<file path="src/rtl/ecc_resp_pkg.sv">
// Shared encodings for the ECC read error response controller.
// Assumes a 2-bit error class from the checker and a 2-bit access kind.
package ecc_resp_pkg;

    typedef enum logic [1:0] {
        ERR_NONE   = 2'd0,
        ERR_SINGLE = 2'd1,
        ERR_MULTI  = 2'd2,
        ERR_MULTI2 = 2'd3
    } err_cls_e;

    typedef enum logic [1:0] {
        XK_DATA  = 2'd0,
        XK_FETCH = 2'd1,
        XK_WALK  = 2'd2,
        XK_DATA2 = 2'd3
    } xact_kind_e;

    // Notification set produced for one beat.
    typedef struct packed {
        logic irq;
        logic ab_imprecise;
        logic ab_prefetch;
        logic ab_precise;
        logic evt;
        logic evt_multi;
    } resp_t;

endpackage

</file>
<file path="src/rtl/ecc_resp_decide.sv">
// Policy decision for one beat: applies the enable, report and fix bits
// to the error class and the access kind. Purely combinational.
// Assumes err_cls 3 means multi-bit and xact_kind 3 means data read.
module ecc_resp_decide
    import ecc_resp_pkg::*;
(
    input  logic       beat_vld,
    input  logic [1:0] err_cls,
    input  logic [1:0] xact_kind,
    input  logic       ecc_en,
    input  logic       sb_report,
    input  logic       sb_fix,
    output logic       use_fix,
    output resp_t      resp
);

    err_cls_e   cls;
    xact_kind_e kind;
    logic       is_sb;
    logic       is_mb;

    // Decode the incoming codes into enum values.
    always_comb begin
        cls   = err_cls_e'(err_cls);
        kind  = xact_kind_e'(xact_kind);
        is_sb = (cls == ERR_SINGLE);
        is_mb = (cls == ERR_MULTI) || (cls == ERR_MULTI2);
    end

    // Choose the data source for the beat.
    always_comb begin
        use_fix = ecc_en && sb_fix && is_sb;
    end

    // Build the notifications that the policy allows.
    always_comb begin
        resp = '0;
        if (beat_vld && ecc_en) begin
            resp.irq       = is_sb && sb_report;
            resp.evt       = is_sb || is_mb;
            resp.evt_multi = is_mb;
            if (is_mb) begin
                unique case (kind)
                    XK_FETCH: resp.ab_prefetch  = 1'b1;
                    XK_WALK:  resp.ab_precise   = 1'b1;
                    default:  resp.ab_imprecise = 1'b1;
                endcase
            end
        end
    end

endmodule

</file>
<file path="src/rtl/ecc_resp_datasel.sv">
// Per-lane selection between raw and corrected data.
// Assumes DATA_W is a multiple of LANE_W; every lane follows the same select.
module ecc_resp_datasel #(
    parameter int DATA_W = 64,
    parameter int LANE_W = 8
) (
    input  logic              use_fix,
    input  logic [DATA_W-1:0] raw_data,
    input  logic [DATA_W-1:0] fix_data,
    output logic [DATA_W-1:0] sel_data
);

    localparam int LANES = DATA_W / LANE_W;

    // One mux per lane, so each one can be placed next to its data slice.
    for (genvar l = 0; l < LANES; l++) begin : g_lane
        assign sel_data[l*LANE_W +: LANE_W] = use_fix ? fix_data[l*LANE_W +: LANE_W]
                                                      : raw_data[l*LANE_W +: LANE_W];
    end

endmodule

</file>
<file path="src/rtl/ecc_resp_stage.sv">
// Output register stage: holds the response for exactly one cycle.
// Assumes the notification set is zero for cycles with no beat.
module ecc_resp_stage
    import ecc_resp_pkg::*;
#(
    parameter int DATA_W = 64,
    parameter int ADDR_W = 32
) (
    input  logic              clk,
    input  logic              rst_n,
    input  logic              beat_vld,
    input  logic [DATA_W-1:0] sel_data,
    input  logic [ADDR_W-1:0] beat_addr,
    input  resp_t             resp,
    output logic              vld_q,
    output logic [DATA_W-1:0] data_q,
    output logic [ADDR_W-1:0] addr_q,
    output resp_t             resp_q
);

    // Valid flag and notification pulses, cleared by reset.
    always_ff @(posedge clk) begin
        if (!rst_n) begin
            vld_q  <= 1'b0;
            resp_q <= '0;
        end else begin
            vld_q  <= beat_vld;
            resp_q <= resp;
        end
    end

    // Data and address captured only when a beat is accepted.
    always_ff @(posedge clk) begin
        if (!rst_n) begin
            data_q <= '0;
            addr_q <= '0;
        end else if (beat_vld) begin
            data_q <= sel_data;
            addr_q <= beat_addr;
        end
    end

    // At most one abort kind per response.
    assert_one_abort_R9: assert property (@(posedge clk) disable iff (!rst_n)
        $onehot0({resp_q.ab_imprecise, resp_q.ab_prefetch, resp_q.ab_precise}));

    // A pulse never lasts past the cycle after its beat.
    assert_pulse_needs_beat_R11: assert property (@(posedge clk) disable iff (!rst_n)
        (resp_q != '0) |-> vld_q);

endmodule

</file>
<file path="src/rtl/ecc_read_resp.sv">
// Top of the ECC read error response controller. Applies the policy to
// each beat and returns data plus notification pulses one cycle later.
// Assumes the checker supplies class and corrected data in the beat cycle.
module ecc_read_resp
    import ecc_resp_pkg::*;
#(
    parameter int DATA_W = 64,
    parameter int ADDR_W = 32,
    parameter int LANE_W = 8
) (
    input  logic              clk,
    input  logic              rst_n,
    input  logic              cfg_ecc_en,
    input  logic              cfg_sb_report,
    input  logic              cfg_sb_fix,
    input  logic              beat_vld,
    input  logic [1:0]        err_cls,
    input  logic [1:0]        xact_kind,
    input  logic [ADDR_W-1:0] beat_addr,
    input  logic [DATA_W-1:0] raw_data,
    input  logic [DATA_W-1:0] fix_data,
    output logic              rsp_vld,
    output logic [DATA_W-1:0] rsp_data,
    output logic              irq_req,
    output logic              abort_imprecise,
    output logic              abort_prefetch,
    output logic              abort_precise,
    output logic              evt_vld,
    output logic [ADDR_W-1:0] evt_addr,
    output logic              evt_multi
);

    logic              use_fix;
    resp_t             resp;
    resp_t             resp_q;
    logic [DATA_W-1:0] sel_data;

    ecc_resp_decide u_decide (
        .beat_vld  (beat_vld),
        .err_cls   (err_cls),
        .xact_kind (xact_kind),
        .ecc_en    (cfg_ecc_en),
        .sb_report (cfg_sb_report),
        .sb_fix    (cfg_sb_fix),
        .use_fix   (use_fix),
        .resp      (resp)
    );

    ecc_resp_datasel #(.DATA_W(DATA_W), .LANE_W(LANE_W)) u_datasel (
        .use_fix  (use_fix),
        .raw_data (raw_data),
        .fix_data (fix_data),
        .sel_data (sel_data)
    );

    ecc_resp_stage #(.DATA_W(DATA_W), .ADDR_W(ADDR_W)) u_stage (
        .clk       (clk),
        .rst_n     (rst_n),
        .beat_vld  (beat_vld),
        .sel_data  (sel_data),
        .beat_addr (beat_addr),
        .resp      (resp),
        .vld_q     (rsp_vld),
        .data_q    (rsp_data),
        .addr_q    (evt_addr),
        .resp_q    (resp_q)
    );

    // Unpack the registered notification set onto the ports.
    always_comb begin
        irq_req         = resp_q.irq;
        abort_imprecise = resp_q.ab_imprecise;
        abort_prefetch  = resp_q.ab_prefetch;
        abort_precise   = resp_q.ab_precise;
        evt_vld         = resp_q.evt;
        evt_multi       = resp_q.evt_multi;
    end

    assert_valid_follows_beat_R2: assert property (@(posedge clk) disable iff (!rst_n)
        rsp_vld == $past(beat_vld));

    assert_silent_when_off_R4: assert property (@(posedge clk) disable iff (!rst_n)
        $past(!cfg_ecc_en) |-> !(irq_req || abort_imprecise || abort_prefetch
                                 || abort_precise || evt_vld));

    assert_irq_single_only_R5: assert property (@(posedge clk) disable iff (!rst_n)
        irq_req |-> $past(beat_vld && err_cls == 2'd1 && cfg_ecc_en && cfg_sb_report));

    assert_fetch_abort_R7: assert property (@(posedge clk) disable iff (!rst_n)
        abort_prefetch |-> $past(xact_kind == 2'd1 && err_cls[1]));

    assert_walk_abort_R8: assert property (@(posedge clk) disable iff (!rst_n)
        abort_precise |-> $past(xact_kind == 2'd2 && err_cls[1]));

    assert_event_addr_R10: assert property (@(posedge clk) disable iff (!rst_n)
        evt_vld |-> (evt_addr == $past(beat_addr)));

endmodule

</file>
<file path="config.mk">
export PLATFORM = sky130hd
export DESIGN_NAME = ecc_read_resp
export DESIGN_NICKNAME = d
export VERILOG_FILES = /design/src/rtl/ecc_resp_pkg.sv /design/src/rtl/ecc_resp_decide.sv /design/src/rtl/ecc_resp_datasel.sv /design/src/rtl/ecc_resp_stage.sv /design/src/rtl/ecc_read_resp.sv
export SDC_FILE = /design/constraint.sdc
export NUM_CORES = 1
export LEC_CHECK = 0
export BUFFER_PORTS_ARGS = -buffer_cell sky130_fd_sc_hd__buf_2
export CORE_MARGIN = 1.5
export CORE_UTILIZATION = 48
export CTS_CLUSTER_SIZE = 12
export DETAILED_ROUTE_END_ITERATION = 8
export PLACE_DENSITY = 0.86
export SETUP_SLACK_MARGIN = 0.02
export SLEW_MARGIN = 20
export SYNTH_ARGS = -nofsm -noshare
export SYNTH_HDL_FRONTEND = slang
export SYNTH_HIERARCHICAL = 1
export SYNTH_SLANG_ARGS = --single-unit
</file>
<file path="constraint.sdc">
create_clock -name clk -period 3.36 [get_ports clk]
set_input_delay 0.168 -clock clk [delete_from_list [all_inputs] [get_ports clk]]
set_output_delay 0.168 -clock clk [all_outputs]
set_load 0.01 [all_outputs]
</file>
==> results by group, run 1 <==
Die
  – Die H: 105 um
  – Core area: around 0.010 mm2
  – Die width: approximately 100 um
  – Rows: 37
  – Total die area: 0.0110 mm2
  – Num ports: 273
  – Initial Util: 0.490

Critical path
  – Crit-path cells: buf_2, nor2b_1, and3_4, buf_12, mux2_4, mux2i_1, nor2b_1
  – Critical Path Slowest Stage Cell: buf_12
  – CP max FO: between 60 and 70
  – RR Endpoint: u_stage/addr_q[11]
  – Biggest cell delay along the critical path: approximately 370 ps
  – Type of origin of the critical path: primary input
  – Worst EP required: 3600 ps
  – CP startpoint: err_cls[0]
  – CP arrival: 1670 ps
  – Worst setup EP type: flop
  – FF-to-FF setup slack: between 2000 and 3000 ps
  – Critical path depth: 7
  – Top cell by count, worst path: nor2b_1
  – Path depth of the worst reg2reg path: 2
  – Top Family by Delay on Critical Path: multiplexers
  – Crit path to: u_stage/data_q[21]
  – Crit path kind: primary input to flop
  – WP buf/inv: 2
  – Worst R2R Start: u_stage/addr_q[11]

Synthesis
  – Flops & latches, synth: 103
  – Post-synth net total: 579
  – Adder and majority cell fraction of the synthesized area: 0.00501
  – Post-synthesis mux area share: 0.382
  – Area leader, netlist: dfxtp_1
  – Top cell type's share of synthesized area: 0.413
  – Proportion of synthesized chip area in sequential cells: 0.413
  – Synth unique cells: 18
  – Simple-Gate Fraction of Synth Area: 0.139
  – Synth warn: 6
  – Post-synthesis xor/xnor area fraction: 0
  – Synth top area cells: dfxtp_1 (41%), mux2i_1 (19%), mux2_4 (18%)
  – Compound-Gate Fraction of Synth Area: 0.00200
  – Synthesized instance count: 407
  – Main combinational cell family by area after synthesis: multiplexers
  – Cell Area, Synth: ~0.0050 mm2
  – Syn Area/Cell: 12.3 um2

Run status
  – Outcome: complete, no violations

Global route
  – Vias in the first global route: approximately 3900
  – Total track usage: 0.210
  – Global-route wire length before repair: ~19 mm
  – GRT met3 Usage: 0.0580
  – Met2 track demand over resource: 0.368
  – Most used routing layer: met2
  – Initial antenna violation count: 1
  – Largest net degree at the start of global routing: 89
  – GRT met1 Usage: 0.243
  – Grt ovf: 0

Cells and area
  – Area grow syn2layout: 30.4%
  – FILL cells: 839
  – Multi-input gate area: 0.00264 mm2
  – Share of layout cells above drive strength 1: 0.528
  – N_diodes: 0
  – Layout Nets: roughly 840
  – Register area: 0.00206 mm2
  – Core Util, Final: 0.639

Clocking
  – Clk buf depth: 2
  – H-tree depth: 3
  – Clock Latency Late Sink: 350 ps
  – Hold buffer count at CTS: 0
  – PostCTS Resize Cnt: 0
  – CTS tree: built
  – CTS Buf Count: 9
  – Reg clk slew, reported paths: 90 ps
  – Number of post-CTS setup repair buffers: 0
  – CTS root buffer: clkbuf_8
  – Clk sink count: 103

Timing
  – Slew margin rel.: 0.564
  – Max Fclk: about 0.7 GHz
  – Hold_ws: 68.6 ps
  – Fin. max-slew vios: 0
  – Final setup viols: 0
  – Endpoints failing hold: 0
  – Clock skew: 0 ps
  – RSZ-0062 raised after global routing: no
  – Worst Max-Slew Pin Slew: ~650 ps
  – Shortest period the worst path allows: 1430 ps
  – Final setup TNS: 0 ps
  – Final Cycle Share: 0.424

Placement
  – DP Wirelength: ~8.9 mm
  – Final Wtd Congestion: 0.784
  – PortBufs: 272

Min path
  – Hold crit path type: primary input to flop

Job
  – Max Cap Violations: 0

Route
  – First-pass DRT Iterations: 4
  – Remaining DRCs: 0
  – WL per Instance: 14.8 um
  – Vias per cell: 4.77
  – Antenna viol nets, final: 0
  – DR iter-0 viols: 148
  – Vias: 3848
  – Final WL: 12.0 mm

Power and ir drop
  – Power per cell area: 406 mW/mm2
  – Overall power: around 2.6 mW
  – Leak Pwr: 3.41 nW
  – Worst IR drop on VDD: 0.225 mV
[metal layers]
| metal | wire length (um) | vias to the layer above |
|---|---|---|
| li1 | - | 1885 |
| met2 | 6030 | 165 |
| met1 | 4870 | 1775 |
| met5 | 13 | - |
| met4 | 200 | 2 |
| met3 | 858 | 21 |
[where the power goes]
part / switching, mW / leakage, nW / internal [mW] / total, mW
Sequential: 0.0363 / 0.850 / 1.29 / 1.33
Clock: 0.398 / 0.0978 / 0.422 / 0.820
Combinational: 0.213 / 2.46 / 0.281 / 0.493
Total: 0.646 / 3.41 / 2.00 / 2.64
[Yosys cell counts]
cell,number
nor2b_1,97
buf_12,6
mux2_4,60
and2_1,10
ha_1,2
clkbuf_1,10
and4_1,1
buf_8,4
inv_1,2
buf_2,1
buf_4,7
o211a_1,1
buf_6,1
and3_4,1
mux2_2,4
mux2i_1,96
dfxtp_1,103
and3_1,1
[cells by family (layout without fill, tap and decap cells)]
group,Yosys count,in the layout
and+or+nand+nor,110,110
DFF,103,103
adders and majority gates,2,2
buffers and inverters,31,294
muxes,160,160
AOI/OAI and AO/OA,1,1
[how the worst min path moves through the flow]
stage,startpoint,endpoint,slack (ps),cells after the start
global route,beat_addr[30],u_stage/addr_q[30],60,3
global placement,beat_addr[9],u_stage/addr_q[9],420,3
floorplan,beat_addr[0],u_stage/addr_q[0],340,2
finish,beat_addr[27],u_stage/addr_q[27],70,3
detailed placement,beat_addr[31],u_stage/addr_q[31],430,3
CTS,beat_addr[2],u_stage/addr_q[2],50,3
[metrics by stage]
| stage | cells | area, um2 | worst slack, ps |
|---|---|---|---|
| 6_report | 806 | 6510 | 1930 |
| 5_1_grt | 806 | 6510 | 1890 |
| 4_1_cts | 806 | 6510 | 1960 |
| 3_5_place_dp | 790 | 6300 | 1580 |
| 3_3_place_gp | 790 | 6300 | 1650 |
| 2_1_floorplan | 407 | 4990 | 1990 |
[tightest hold or removal path, stage by stage]
cell	delay, ps
buf_2	80
mux2i_1	50
nor2b_1	90
[state kept, by name, indices dropped and copies added (netlist names)]
signal,flops
u_stage/vld_q,1
u_stage/addr_q,32
u_stage/data_q,64
u_stage/resp_q,6
[cell type report]
class | count | area share
Multi-Input combinational cell | 273 | 0.406
Sequential cell | 103 | 0.317
Timing Repair Buffer | 276 | 0.218
Tap cell | 136 | 0.0261
Clock buffer | 13 | 0.0213
Clock inverter | 3 | 0.0104
Inverter | 2 | 0.00115
[cells in the final DEF (no fill, tap or decap), drive strengths merged]
cell type  netlist  final
and2            10     10
and3             2      2
and4             1      1
buf             19    276
bufinv           0      2
clkbuf          10     13
clkinvlp         0      1
dfxtp          103    103
ha               2      2
inv              2      2
mux2            64     64
mux2i           96     96
nor2b           97     97
o211a            1      1
(Power assumes the default switching activity.)
==> run 2: changes to the inputs <==
- CORE_UTILIZATION: 48 -> 45
- PLACE_DENSITY: 0.86 -> 0.82
- clock period: 3.36 -> 1.45 ns (I/O delays scaled with it)
==> run 2 against run 1 <==
  * Cell count up 5.5%
  * Hold slack worse by 2.0 ps
  * Sequential share of layout area down 1.9 points
  * Setup slack worse by 1600 ps
  * Utilization down 0.14 points
  * Cell area up 6.2%
  * Count of clock-buffer cells in the layout down 1
  * Non-clock buffer count up 40
  * Clock skew unchanged
  * Combinational power rose to 2.5 times the previous value
  * Critical endpoint is now u_stage/data_q[11]
  * Largest power group unchanged
==> results by group, run 2 (synthesized netlist as in run 1, its figures left out) <==
Run status
  – Outcome: complete, no violations

Cells and area
  – Biggest register: u_stage/data_q
  – Top Registers: u_stage/data_q: 64 flops, u_stage/addr_q: 32 flops, u_stage/resp_q: 6 flops
  – Layout Nets: 877 (+4.8%)
  – Commonest non-fill, non-tap cell in the layout: buf_2
  – Largest register FFs: 64 (unchanged)
  – N_diodes: 0 (unchanged)
  – FILL cells: 826 (-1.5%)
  – Area grow syn2layout: 38.5%
  – Share of layout cells above drive strength 1: 0.513 (-0.0157)
  – Most frequent cells in the layout: buf_2 (271), dfxtp_1 (103), nor2b_1 (97)

Critical path
  – Biggest cell delay along the critical path: 310 ps (-60 ps)
  – Top cell by count, worst path: nor2b_1
  – CP max FO: 18 (-72%)
  – Type of origin of the critical path: primary input
  – FF-to-FF setup slack: 760 ps (-1940 ps)
  – Critical Path Slowest Stage Cell: mux2_4
  – Crit-path cells: buf_2, nor2b_1, and3_4, buf_12, mux2_4, mux2i_1, nor2b_1
  – WP buf/inv: 2 (unchanged)
  – CP arrival: 1420 ps (-250 ps)
  – Worst EP required: 1710 ps (-1890 ps)
  – Top Family by Delay on Critical Path: simple AND/OR/NAND/NOR gates
  – Worst setup EP type: flop
  – Crit path kind: primary input to flop

Power and ir drop
  – Sequential power share: 0.504 (about the same)
  – Leak Pwr: 3.60 nW (+5.5%)
  – Power Internal: 4.56 mW (+130%)
  – Clock power share: 0.293 (-0.017)
  – Net switching power figure: 1.55 mW (+140%)
  – Overall power: 6.11 mW (+130%)
  – Power per cell area: 884 mW/mm2 (+120%)
  – Worst IR drop on VDD: 0.611 mV (+170%)
  – Logic pwr share: 0.203 (+0.016)
  – Switching Fraction: 0.254 (+0.00908)

Min path
  – Hold crit path type: primary input to flop

Timing
  – Clock skew: 0 ps (unchanged)
  – Max Fclk: 0.862 GHz
  – Final Cycle Share: 0.800
  – Endpoints failing hold: 0 (unchanged)
  – Shortest period the worst path allows: 1160 ps
  – Hold_ws: 66.6 ps (-2.02 ps)
  – Fin. max-slew vios: 0 (unchanged)
  – Final setup viols: 0 (unchanged)
  – Slew margin rel.: 0.757 (+0.192)
  – RSZ-0062 raised after global routing: no
  – Worst Max-Slew Pin Slew: 365 ps (-288 ps)

Global route
  – Total track usage: 0.211 (+0.00114)
  – Initial antenna violation count: 0 (-1)
  – Vias in the first global route: 4039 (+4.3%)
  – Largest net degree at the start of global routing: 104 (+17%)
  – Global-route wire length before repair: 19.2 mm (+2.6%)
  – Grt ovf: 0 (unchanged)

Clocking
  – Reg clk slew, reported paths: 90 ps (about the same)
  – Hold buffer count at CTS: 32 (+32)
  – PostCTS Resize Cnt: 0 (unchanged)
  – CTS tree: built
  – Clock Latency Late Sink: 360 ps (about the same)
  – H-tree depth: 3 (unchanged)
  – CTS root buffer: clkbuf_8
  – CTS Buf Count: 9 (unchanged)
  – Clk sink count: 103 (unchanged)
  – Clk buf depth: 2 (unchanged)
  – Number of post-CTS setup repair buffers: 0 (unchanged)

Route
  – Remaining DRCs: 0 (unchanged)
  – DR iter-0 viols: 112 (-24%)
  – Vias: 4029 (+4.7%)
  – Antenna viol nets, final: 0 (unchanged)
  – Vias per cell: 4.74 (-0.72%)
  – WL per Instance: 15.2 um (+2.5%)
  – Final WL: 12.9 mm (+8.1%)
  – First-pass DRT Iterations: 4 (unchanged)

Job
  – Max Cap Violations: 0 (unchanged)

Die
  – Num ports: 273 (unchanged)
  – Die H: 108 um (+3.2%)
  – Rows: 38 (+2.7%)
  – Total die area: 0.0117 mm2 (+6.5%)
  – Initial Util: 0.461 (-0.0297)
  – Die width: 108 um (+3.2%)
  – Core area: 0.0108 mm2 (+6.4%)

Placement
  – Final Wtd Congestion: 0.706 (-9.9%)
  – DP Wirelength: 9.13 mm (+2.9%)
  – PortBufs: 272 (unchanged)
## run 2: cell types whose count changed in the layout (fill, tap and decap cells not counted)
cell,change
buf_12,+3
bufinv_16,-1
buf_2,+1
clkbuf_1,-2
buf_4,+4
clkinv_2,+3
clkbuf_8,+1
clkinvlp_4,-1
dlygate4sd3_1,+32
## run 2: path summary, 6_finish.rpt
kind | startpoint | endpoint | depth (start not counted)
worst max-delay path | err_cls[1] | u_stage/data_q[11] | 7
worst min-delay path | err_cls[0] | u_stage/resp_q[1] | 3
worst max register to register | u_stage/addr_q[2] | u_stage/addr_q[2] | 2
worst min register to register | u_stage/data_q[21] | u_stage/data_q[21] | 2
## run 2: area by class of cell
type	instances	area [um2]	share of cell area
multi-input cells	273	2640	0.382
flip-flops and latches	103	2060	0.298
repair buffers	316	1840	0.266
well taps	140	175	0.0253
clock buffers	12	145	0.0210
clock inverters	4	45.0	0.00651
inverters	2	7.51	0.00109
## run 2: layer usage
layer | up-vias | wire, um | track usage
met3 | 37 | 1020 | 0.0597
met2 | 174 | 6350 | 0.370
met1 | 1851 | 5130 | 0.230
met4 | 0 | 429 | 0.115
li1 | 1967 | - | -
met5 | - | 0 | 0
## run 2: stage by stage
step / instances / cell area, um2 / setup slack (ps) / TNS [ps] / util
2_1_floorplan: 407 / 4990 / 178 / 0 / -
3_3_place_gp: 802 / 6400 / 2.72 / 0 / 0.591
3_5_place_dp: 802 / 6400 / -88.7 / -2130 / 0.591
4_1_cts: 850 / 6910 / 324 / 0 / 0.638
5_1_grt: 850 / 6910 / 234 / 0 / 0.638
6_report: 850 / 6910 / 290 / 0 / 0.638
## run 2: power by group through the flow
stage / Combinational, mW / Sequential, mW / Clock [mW]
after detailed placement: 1.17 / 3.14 / 0
after global placement: 1.14 / 3.13 / 0
after floorplan: 0.607 / 3.22 / 0
final: 1.24 / 3.08 / 1.79
after global routing: 1.34 / 3.10 / 1.97
after CTS: 1.24 / 3.08 / 1.85
## run 2: worst register-to-register path, cell delays in order (launching register included)
cell	delay, ps
dfxtp_1	330
mux2i_1	190
nor2b_1	70
